[config.mk]
export PLATFORM = sky130hd
export DESIGN_NAME = multipin_wake_detector
export DESIGN_NICKNAME = d
export VERILOG_FILES = /design/src/rtl/wk_pkg.sv /design/src/rtl/wk_sync.sv /design/src/rtl/wk_edge_bank.sv /design/src/rtl/wk_arm_fsm.sv /design/src/rtl/multipin_wake_detector.sv
export SDC_FILE = /design/constraint.sdc
export NUM_CORES = 1
export LEC_CHECK = 0
export ABC_AREA = 1
export BUFFER_PORTS_ARGS = -buffer_cell sky130_fd_sc_hd__buf_2
export CORE_ASPECT_RATIO = 0.9
export CORE_MARGIN = 2
export CORE_UTILIZATION = 46
export CTS_CLUSTER_DIAMETER = 100
export CTS_CLUSTER_SIZE = 12
export DETAILED_ROUTE_END_ITERATION = 10
export GPL_TIMING_DRIVEN = 1
export PLACE_DENSITY = 0.84
export SYNTH_ARGS = -nofsm -noshare
export SYNTH_HDL_FRONTEND = slang
export SYNTH_SLANG_ARGS = --single-unit
[constraint.sdc]
create_clock -name clk -period 1.3 [get_ports clk]
set_clock_uncertainty 0.2 [all_clocks]
set_input_delay 0.26 -clock clk [delete_from_list [all_inputs] [get_ports clk]]
set_output_delay 0.26 -clock clk [all_outputs]
set_load 0.005 [all_outputs]
[src/rtl/wk_pkg.sv]
package wk_pkg;

    localparam int WK_DEF_PINS   = 8;
    localparam int WK_DEF_STAGES = 2;

    typedef enum logic [1:0] {
        WK_IDLE     = 2'd0,
        WK_WAIT_LOW = 2'd1,
        WK_ARMED    = 2'd2,
        WK_SPENT    = 2'd3
    } wk_state_e;

    typedef struct packed {
        wk_state_e state;
        logic      fire;
    } wk_step_t;

    function automatic wk_step_t wk_next(input wk_state_e cur,
                                         input logic suspended,
                                         input logic susp_level,
                                         input logic multi_en,
                                         input logic hit);
        wk_step_t r;
        r.state = cur;
        r.fire  = 1'b0;
        if (!suspended) begin
            r.state = WK_IDLE;
        end else begin
            unique case (cur)
                WK_IDLE:     r.state = WK_WAIT_LOW;
                WK_WAIT_LOW: begin
                    if (!susp_level) begin
                        if (multi_en) begin
                            r.state = WK_ARMED;
                        end else begin
                            r.fire  = 1'b1;
                            r.state = WK_SPENT;
                        end
                    end
                end
                WK_ARMED: begin
                    if (hit) begin
                        r.fire  = 1'b1;
                        r.state = WK_SPENT;
                    end
                end
                WK_SPENT:    r.state = WK_SPENT;
                default:     r.state = WK_IDLE;
            endcase
        end
        return r;
    endfunction

endpackage

[src/rtl/wk_sync.sv]
module wk_sync #(
    parameter int WIDTH  = 1,
    parameter int STAGES = wk_pkg::WK_DEF_STAGES
) (
    input  logic             clk,
    input  logic             rst,
    input  logic [WIDTH-1:0] d,
    output logic [WIDTH-1:0] q
);
    logic [WIDTH-1:0] stg [STAGES];

    always_ff @(posedge clk) begin
        if (rst) begin
            for (int k = 0; k < STAGES; k++) stg[k] <= '0;
        end else begin
            stg[0] <= d;
            for (int k = 1; k < STAGES; k++) stg[k] <= stg[k-1];
        end
    end

    assign q = stg[STAGES-1];
endmodule

[src/rtl/wk_edge_bank.sv]
module wk_edge_bank #(
    parameter int NUM_PINS = wk_pkg::WK_DEF_PINS
) (
    input  logic                clk,
    input  logic                rst,
    input  logic [NUM_PINS-1:0] level,
    output logic [NUM_PINS-1:0] rise
);
    for (genvar i = 0; i < NUM_PINS; i++) begin : g_pin
        logic prev;
        always_ff @(posedge clk) begin
            if (rst) prev <= 1'b0;
            else     prev <= level[i];
        end
        assign rise[i] = level[i] & ~prev;
    end
endmodule

[src/rtl/wk_arm_fsm.sv]
module wk_arm_fsm (
    input  logic clk,
    input  logic rst,
    input  logic suspended,
    input  logic susp_level,
    input  logic multi_en,
    input  logic hit,
    output logic fire,
    output logic armed
);
    import wk_pkg::*;

    wk_state_e state_q;
    wk_step_t  step;

    always_comb begin
        step = wk_next(state_q, suspended, susp_level, multi_en, hit);
    end

    always_ff @(posedge clk) begin
        if (rst) state_q <= WK_IDLE;
        else     state_q <= step.state;
    end

    assign fire  = step.fire;
    assign armed = (state_q == WK_ARMED);
endmodule

[src/rtl/multipin_wake_detector.sv]
module multipin_wake_detector #(
    parameter int NUM_PINS    = wk_pkg::WK_DEF_PINS,
    parameter int SYNC_STAGES = wk_pkg::WK_DEF_STAGES
) (
    input  logic                clk,
    input  logic                rst,
    input  logic [NUM_PINS-1:0] wake_pins,
    input  logic [NUM_PINS-1:0] pin_mask,
    input  logic                multi_en,
    input  logic                suspend_pin,
    input  logic                suspended,
    output logic                wake_pulse,
    output logic                mask_empty
);
    localparam int SYNC_W = NUM_PINS + 1;

    logic [SYNC_W-1:0]   sync_q;
    logic [NUM_PINS-1:0] pin_level;
    logic                susp_level;
    logic [NUM_PINS-1:0] rise_vec;
    logic                hit;
    logic                fire;
    logic                armed;

    // one synchroniser chain shared by the pins and the suspend pin
    wk_sync #(.WIDTH(SYNC_W), .STAGES(SYNC_STAGES)) u_sync (
        .clk (clk),
        .rst (rst),
        .d   ({suspend_pin, wake_pins}),
        .q   (sync_q)
    );

    assign pin_level  = sync_q[NUM_PINS-1:0];
    assign susp_level = sync_q[NUM_PINS];

    wk_edge_bank #(.NUM_PINS(NUM_PINS)) u_edges (
        .clk   (clk),
        .rst   (rst),
        .level (pin_level),
        .rise  (rise_vec)
    );

    assign hit = |(rise_vec & pin_mask);

    wk_arm_fsm u_fsm (
        .clk        (clk),
        .rst        (rst),
        .suspended  (suspended),
        .susp_level (susp_level),
        .multi_en   (multi_en),
        .hit        (hit),
        .fire       (fire),
        .armed      (armed)
    );

    always_ff @(posedge clk) begin
        if (rst) begin
            wake_pulse <= 1'b0;
            mask_empty <= 1'b0;
        end else begin
            wake_pulse <= fire;
            mask_empty <= multi_en & ~|pin_mask;
        end
    end
endmodule

; ---- After elaboration in Yosys (flattened, before gate mapping)
; Memories as Yosys holds them, arrays and structs flattened.
; Index checks and enable logic that the tools add are counted.
[totals]
register_bits = 12
ramBits = 18
output_inout_bits = 2
word_cells = 55
mem_count = 1
[memory_table]
columns = name, depth, word_bits, read_ports, rd_ports_with_merged_regs, wr, line
row1 = u_sync.stg, 2, 9, 2, 0, 2, wk_sync.sv:10  ; logic [WIDTH-1:0] stg [STAGES];
[classes]
n_eq_ne = 5
mux = 11
n_bitwise = 21
reduce_logical = 6
[ops]
columns = operator, n
row1 = $mux W9, 2
row2 = $reduce_or A8 Y1, 2
row3 = $and A1 B1 Y1, 9
row4 = $not A1 Y1, 9
row5 = $and A8 B8 Y8, 1
row6 = $pmux W2 S4, 1
row7 = $mux W3, 2
row8 = $mux W1, 5
row9 = $eq A2 B2 Y1 const B, 2
row10 = $ne A2 B2 Y1 const B, 2
row11 = $eq A2 B1 Y1 const B, 1
row12 = $logic_not A2 Y1, 1
row13 = $or A1 B1 Y1, 2
row14 = $pmux W1 S2, 1
row15 = $reduce_and A2 Y1, 1
row16 = $reduce_or A2 Y1, 1
row17 = $logic_not A1 Y1, 1

; ---- Depth between registers and ports, before layout
; Gate-level depths: netlist of the first run.
[depth]
ltp_word = 6
mapped_depth = 9
ltp_nobuf = 9

; ---- Cells and area by module
; Synthesis of the first run repeated with hierarchy kept, for this count alone.
[unflattened]
hier_cells = 161
area_unflattened_um2 = 1232.4
[by_module_without_submodules]
columns = mod, instances, cells_each, area_per_inst_um2
row1 = wk_sync, 1, 65, 589.3
row2 = wk_edge_bank, 1, 33, 281.5
row3 = wk_arm_fsm, 1, 36, 225.2
row4 = multipin_wake_detector, 1, 27, 136.4

; ---- Worst setup path after synthesis of the first run
; No wires, ideal clock.
[synth_path]
kind = register to register
start = register u_fsm.state_q[0]
end = register u_fsm.state_q[1]
arrival_time_ns = 1.014
required_time_ns = 1.036
path_slack_ns = 0.022
stages_incl_launch_ff = 8
synth_period_minus_slack_ns = 1.278
cell_sequence = dfxtp_1 -> inv_1 -> ha_1 -> nand3_1 -> nand3_1 -> nor2_1 -> nor2_1 -> nor2_1
[synth_via]
elab_chain_cells = 3
elab_cells_between_ends = 8
[synth_rtl]
columns = element, line
row1 = from (decl), wk_arm_fsm.sv:13  ; wk_state_e state_q;
row2 = from (signal assigned), wk_arm_fsm.sv:22  ; else state_q <= step.state;
row3 = $eq A2 B2 Y1 / $eq A2 B1 Y1 (equally long branches), -
row4 = $ne A2 B2 Y1 (no source line), -
row5 = $reduce_and A2 Y1 (no source line), -
; Parallel ways exist; a longest one is shown, timed or not.
; A chain may end at the register's enable or synchronous reset.

; ---- Final worst setup path of the first run
[layout_path]
start = register u_edges.g_pin[6].prev
end = register u_fsm.state_q[0]
[layout_via]
elab_chain_cells = 6
[layout_rtl]
columns = element, line
row1 = from (decl), wk_edge_bank.sv:10  ; logic prev;
row2 = from (signal assigned), wk_edge_bank.sv:13  ; else prev <= level[i];
row3 = $not A1 Y1, wk_edge_bank.sv:15  ; assign rise[i] = level[i] & ~prev;
row4 = $and A1 B1 Y1, wk_edge_bank.sv:15
row5 = $and A8 B8 Y8, multipin_wake_detector.sv:43  ; assign hit = |(rise_vec & pin_mask);
row6 = $reduce_or A8 Y1, multipin_wake_detector.sv:43
row7 = $ne A2 B2 Y1 (no source line), -
row8 = $reduce_and A2 Y1 (no source line), -
; Every way passes these cells.

==> impl_results.md, run 1 <==
- CTS Sinks: 30
- Commonest cells after routing, fill and taps aside: 39 x inv_1, 32 x nor2_1, 26 x dfxtp_1, 22 x buf_2, 11 x dlygate4sd3_1
- Rows: 16
- Worst min path class: in2reg
- Synth Net Count: 165
- Largest net degree at the start of global routing: 27
- Clock buffer depth: 2
- Worst Path Required: 1.31 ns
- Status: complete, but fails checks
- DR DRC count: 0
- Failing checks: negative setup slack
- Internal power: 1.24 mW
- CTS tree: yes
- Nets: 207
- Worst-Skew Late Latency: 0.32 ns
- Commonest non-fill, non-tap cell in the layout: inv_1
- Routed wire length: 2.14 mm
- Max Used Layer: met4
- Post-Synthesis Cells: 140
- Critical-path cell list: inv_1 -> nand3_1 -> nand2_1 -> nor2_2 -> nand2_2 -> a21oi_2 -> nand2_1 -> nor2_1 -> nor2_1
- Delay-heaviest family, CP: simple AND/OR/NAND/NOR gates
- CTS buffer count: 5
- Yosys Warn Count: 0
- Die area: 2800 sq um
- Yosys reg bits: 30
- Max incr delay on CP: 0.32 ns
- Gate power share: 10.5%
- Final period util: 111%
- Crit path buf inv count: 1
- Syn avg cell area: 7.86 sq um
- Final Util: 65.9%
- WHS: 0.0119 ns
- Fillers: 190
- Vias: 946
- Worst-path fanout max: 2
- Initial DRC Count: 21
- RSZ-0062 raised after global routing: yes
- Vias/cell: 4.53
- Leakage: 0.716 nW
- VDD IR max: 0.000807 V
- Placeable core area: 2220 sq um
- Vias in the first global route: 969
- WL per Instance: 10.2 microns
- Placement Cell Area: 1270 sq um
- Final Power: 1.62 mW
- Max cap viols: 0
- Max transition margin: 83.7%
- H-Tree Depth: 2
- Tmin final: 1.44 ns
- Max-slew violation count: 0
- Initial Utilization: 49.5%
- Setup WS post-layout: -0.137 ns
- Arrival @ worst endpoint: 1.45 ns
- Metal-1 WL: 829 microns
- Final Wtd Congestion: 0.834
- Synth cell types: 17
- Finished Layout Cells: 209
- PwrDens: 1100 nW/um^2
- Die X: 55.6 microns
- Sequential share of power: 59.8%
- Diode count: 0
- Final Hold Fails: 0
- Die Ht: 50.4 microns
- CP max-delay cell: dfxtp_2
- Max Freq: 0.696 GHz
- Final-report setup violation count: 3
- Crit end category: flip-flop
- WL met2: 1.07 mm
- Register area share after synthesis: 54.5%
- Gr usage total: 17.9%
- DPL Wire Length: 1.52 mm
- CP Class: reg2reg
- Port bufs: 22
- Initial antenna violation count: 0
- Placed Cells: 191
- Layout cells sized above 1: 26.4%
- First-pass GRT wire length: 3.68 mm
- WL met3: 158 microns
- Clock power share: 29.7%
- Area of the mapped netlist: 1100 sq um
- Worst-path clk slew: 0.08 ns
- Switching power of the nets: 0.376 mW
- Switching Fraction: 23.2%
- Drt pass-1 iters: 4
- Gr ovfl total: 0
- Layout area overhead: 33.1%
- CTS Root Cell: clkbuf_4
- Post-route design area: 1470 sq um
- Crit start category: flip-flop
- I/O pin count: 23
- Post-route ant nets: 0
- Slew @ Worst Pin: 0.244 ns
==> power by group through the flow <==
stage               logic (mW)  clock network [mW]  registers (mW)
finish                   0.170               0.481           0.968
global route             0.190               0.536           0.973
CTS                      0.159               0.496           0.967
detailed placement       0.132                   0           0.988
global placement         0.123                   0           0.986
floorplan               0.0733                   0           0.985
==> cell families (layout without fill, tap and decap cells) <==
family                     after synthesis  after routing  share of synthesized area, %
and+or+nand+nor                         60             60                          24.2
buffers and inverters                   42             84                          14.5
DFF                                     30             30                          54.5
adders and majority gates                4              4                          4.55
AOI/OAI and AO/OA                        4              4                          2.16
==> through the flow <==
stage / TNS (ns) / setup WS [ns]
2_1_floorplan: 0 / 0.0220
3_3_place_gp: -0.107 / -0.0569
3_5_place_dp: -0.348 / -0.119
4_1_cts: -0.285 / -0.0981
5_1_grt: -0.541 / -0.194
6_report: -0.353 / -0.137
==> what timing repair did <==
action                                  in CTS  in global routing
resized for setup                            2                 12
endpoints found under the setup margin       3                  3
pin swaps                                    1                  8
buffers inserted                             0                  0
hold endpoints to repair                    10                  0
hold buffers                                11                  0
==> worst min-delay path: cells and delay by family <==
family | cells | cell delay, ns
AND/OR/NAND/NOR | 2 | 0.14
buffers and inverters | 1 | 0.09
==> metal layers <==
| layer | global-route usage, % | up-vias |
|---|---|---|
| met5 | 0 | - |
| met4 | 11.4 | 0 |
| met3 | 7.99 | 12 |
| met2 | 30.8 | 43 |
| met1 | 17.7 | 406 |
| li1 | - | 485 |
==> path summary, 6_finish.rpt <==
kind | startpoint | to | slack (ns) | cells after the start
max | u_edges.g_pin[6].prev$_SDFF_PP0_ | u_fsm.state_q[0]$_SDFFE_PP0P_ | -0.14 | 9
min | pin_mask[5] | mask_empty$_SDFF_PP0_ | 0.01 | 3
max reg2reg | u_edges.g_pin[6].prev$_SDFF_PP0_ | u_fsm.state_q[0]$_SDFFE_PP0P_ | -0.14 | 9
min reg2reg | u_sync.stg[0][2]$_SDFF_PP0_ | u_sync.stg[0][11]$_SDFF_PP0_ | 0.20 | 2
==> state kept, by name (all words and copies together), names as in the netlist <==
register            cells
u_sync.stg             18
u_edges.g_pin.prev      8
u_fsm.state_q           2
mask_empty              1
wake_pulse              1
==> Yosys cell counts <==
cell | number | area share [%]
nor3_1 | 1 | 0.45
clkbuf_1 | 1 | 0.34
o21ai_0 | 1 | 0.45
buf_2 | 2 | 0.91
a21oi_1 | 2 | 0.91
ha_1 | 4 | 4.5
inv_1 | 39 | 13
nand2_1 | 10 | 3.4
nor3b_1 | 1 | 0.68
or4_4 | 1 | 1.0
a21oi_2 | 1 | 0.80
nand3_1 | 11 | 5.0
nand3b_1 | 1 | 0.68
nor2_1 | 33 | 11
nor2_2 | 1 | 0.57
nor4_2 | 1 | 1.1
dfxtp_1 | 30 | 55
==> cell type report <==
type                    instances  area [sq um]  area share (%)
repair buffers                 38           258            17.6
inverters                      39           146            9.99
flip-flops and latches         30           606            41.3
well taps                      27          33.8            2.31
clock buffers                   7          45.0            3.07
multi-input cells              68           377            25.7
Power figures use the tool's default switching activity.
==> inputs of run 2 (changes only) <==
--- a/config.mk
+++ b/config.mk
@@ -9,12 +9,13 @@
 export BUFFER_PORTS_ARGS = -buffer_cell sky130_fd_sc_hd__buf_2
 export CORE_ASPECT_RATIO = 0.9
 export CORE_MARGIN = 2
-export CORE_UTILIZATION = 46
+export CORE_UTILIZATION = 48
 export CTS_CLUSTER_DIAMETER = 100
 export CTS_CLUSTER_SIZE = 12
 export DETAILED_ROUTE_END_ITERATION = 10
 export GPL_TIMING_DRIVEN = 1
-export PLACE_DENSITY = 0.84
+export PLACE_DENSITY = 0.85
 export SYNTH_ARGS = -nofsm -noshare
 export SYNTH_HDL_FRONTEND = slang
+export SYNTH_HIERARCHICAL = 1
 export SYNTH_SLANG_ARGS = --single-unit
==> run 2 against run 1 <==
  * The flow still finishes with violations (negative setup slack)
  * Combinational power rose by 16%
  * Synthesized cell count up 14%
  * Final area grew 11%
  * Wire length rose by 6.2%
  * Clock-buffer cell count fell by 1
  * Global-route usage shrank 1.1 points
  * Final cell count is 10% higher
  * Flip-flop and latch count unchanged
  * Critical endpoint is now u_fsm/state_q[0]$_SDFFE_PP0P_
==> impl_results.md, run 2 <==
- Status: complete, but fails checks (unchanged)
- Failing checks: negative setup slack (unchanged)
- Final period util: 113% (was 111%)
- Register bank with the most flops: u_sync/stg (was u_sync.stg)
- RSZ-0062 raised after global routing: yes (unchanged)
- Initial antenna violation count: 0 (unchanged)
- Leakage: 0.827 nW (was 0.716 nW)
- Initial Utilization: 50.3% (was 49.5%)
- Nets: 227 (was 207)
- Vias in the first global route: 912 (was 969)
- Area of the mapped netlist: 1220 sq um (was 1100 sq um)
- Die area: 2960 sq um (was 2800 sq um)
- Worst-path fanout max: 2 (unchanged)
- Worst-path clk slew: 0.09 ns (was 0.08 ns)
- Syn avg cell area: 7.62 sq um (was 7.86 sq um)
- Final setup TNS: -0.465 ns (was -0.353 ns)
- Final Util: 67.1% (was 65.9%)
- Worst-Skew Late Latency: 0.32 ns (about the same)
- Placeable core area: 2420 sq um (was 2220 sq um)
- Max cap viols: 0 (unchanged)
- Final Hold Fails: 0 (unchanged)
- Initial DRC Count: 38 (was 21)
- I/O pin count: 23 (unchanged)
- Vias: 1,013 (was 946)
- Rows: 17 (was 16)
- Post-Synthesis Cells: 160 (was 140)
- Gr usage total: 16.8% (was 17.9%)
- Synth Net Count: 185 (was 165)
- Final-report setup violation count: 3 (unchanged)
- Setup WS post-layout: -0.173 ns (was -0.137 ns)
- Worst min path class: in2reg (unchanged)
- Largest regs: u_sync/stg: 18 flops, u_edges/g_pin.prev: 8 flops, u_fsm/state_q: 2 flops (was u_sync.stg: 18 flops, u_edges.g_pin.prev: 8 flops, u_fsm.state_q: 2 flops)
- WL per Instance: 9.87 microns (was 10.2 microns)
- VDD IR max: 0.00122 V (was 0.000807 V)
- Final Wtd Congestion: 0.812 (was 0.834)
- Port bufs: 22 (unchanged)
- First-pass GRT wire length: 3.61 mm (was 3.68 mm)
- Yosys Warn Count: 6 (was 0)
- CTS tree: yes (unchanged)
- Fillers: 195 (was 190)
- H-Tree Depth: 2 (unchanged)
- CTS buffer count: 5 (unchanged)
- Tmin final: 1.47 ns (was 1.44 ns)
- Post-route ant nets: 0 (unchanged)
- Max transition margin: 84.0% (was 83.7%)
- PwrDens: 1180 nW/um^2 (was 1100 nW/um^2)
- Slew @ Worst Pin: 0.241 ns (was 0.244 ns)
- Max reg flops: 18 (unchanged)
- Max Freq: 0.679 GHz (was 0.696 GHz)
- Post-place setup slack: -0.112 ns (was -0.119 ns)
- Drt pass-1 iters: 4 (unchanged)
- Largest net degree at the start of global routing: 23 (was 27)
- Routed wire length: 2.27 mm (was 2.14 mm)
- Diode count: 0 (unchanged)
- Die Ht: 51.8 microns (was 50.4 microns)
- Clock buffer depth: 2 (unchanged)
- Worst Path Required: 1.32 ns (was 1.31 ns)
- Die X: 57.1 microns (was 55.6 microns)
- Commonest cells after routing, fill and taps aside: 36 x nor2_1, 27 x inv_1, 23 x dfxtp_1, 22 x buf_2, 19 x nand2_1 (was 39 x inv_1, 32 x nor2_1, 26 x dfxtp_1, 22 x buf_2, 11 x dlygate4sd3_1)
- Arrival @ worst endpoint: 1.49 ns (was 1.45 ns)
- CTS Sinks: 30 (unchanged)
- CTS Root Cell: clkbuf_4 (unchanged)
- Max-slew violation count: 0 (unchanged)
- DR DRC count: 0 (unchanged)
- Crit end category: flip-flop (unchanged)
- Commonest non-fill, non-tap cell in the layout: nor2_1 (was inv_1)
- Layout area overhead: 33.4% (was 33.1%)
- Crit start category: flip-flop (unchanged)
- DPL Wire Length: 1.37 mm (was 1.52 mm)
- CP Class: reg2reg (unchanged)
- Vias/cell: 4.40 (was 4.53)
- Gr ovfl total: 0 (unchanged)
- Layout cells sized above 1: 35.1% (was 26.4%)
-- run 2: cell types whose count changed in the layout (fill, tap and decap cells not counted), moves of 3 or more --
cell,previous run,this run
nor2_2,1,14
inv_1,39,27
nand2_1,8,19
inv_2,0,8
dlygate4sd3_1,11,18
nand3_1,7,3
nor2_1,32,36
dfxtp_1,26,23
dfxtp_2,4,7
-- run 2: power breakdown --
part	switching [mW]	internal, mW
logic	0.0930	0.104
clock network	0.302	0.447
registers	0.0140	0.955
-- run 2: final timing paths --
kind | to | depth (start not counted) | slack, ns | start
hold / removal | u_edges/g_pin[5].prev$_SDFF_PP0_ | 2 | 0.06 | rst
setup reg to reg | u_fsm/state_q[0]$_SDFFE_PP0P_ | 11 | -0.17 | u_sync/stg[0][13]$_SDFF_PP0_
hold reg to reg | u_sync/stg[0][16]$_SDFF_PP0_ | 2 | 0.20 | u_sync/stg[0][7]$_SDFF_PP0_
setup / recovery | u_fsm/state_q[0]$_SDFFE_PP0P_ | 11 | -0.17 | u_sync/stg[0][13]$_SDFF_PP0_
-- run 2: worst max-delay path: stages (launching register included) --
cell and delay, ns:
dfxtp_2 0.33, inv_2 0.05, nor2_1 0.04, nand2_1 0.05
nand2_1 0.05, nor2_1 0.11, nand2_1 0.10, nand2_2 0.11
buf_6 0.11, nand3_2 0.08, nor2_1 0.12, nor2_1 0.04
-- run 2: what timing repair did --
item	in CTS	in global routing
hold buffers	18	0
endpoints found under the setup margin	3	3
setup buffers	1	1
resized for setup	8	10
pin swaps	5	8
hold endpoints to repair	12	0
-- run 2: per-stage QoR --
step                      hold slack (ns)  instances  area [sq um]  power (mW)
after floorplan                     0.131        160          1220        1.09
after global placement              0.188        203          1310        1.13
after detailed placement            0.192        203          1310        1.13
after CTS                          0.0538        229          1600        1.93
after global routing               0.0501        230          1630        2.02
final                              0.0643        230          1630        1.92
-- run 2: final cells by class --
class	instances	area (sq um)	area share [%]
flip-flops and latches	30	609	37.4
multi-input cells	83	412	25.3
repair buffers	47	359	22.1
inverters	35	131	8.07
clock buffers	6	51.3	3.15
well taps	28	35.0	2.15
clock inverters	1	30.0	1.84
-- run 2: routing by layer --
metal | part of all wire (%) | vias to the layer above | track usage [%] | routed length, microns
met3 | 6.6 | 6 | 7.21 | 149
met5 | 0 | - | 0 | 0
met1 | 44 | 440 | 18.6 | 994
met4 | 2.0 | 0 | 11.6 | 46
li1 | - | 529 | - | -
met2 | 48 | 38 | 26.1 | 1080
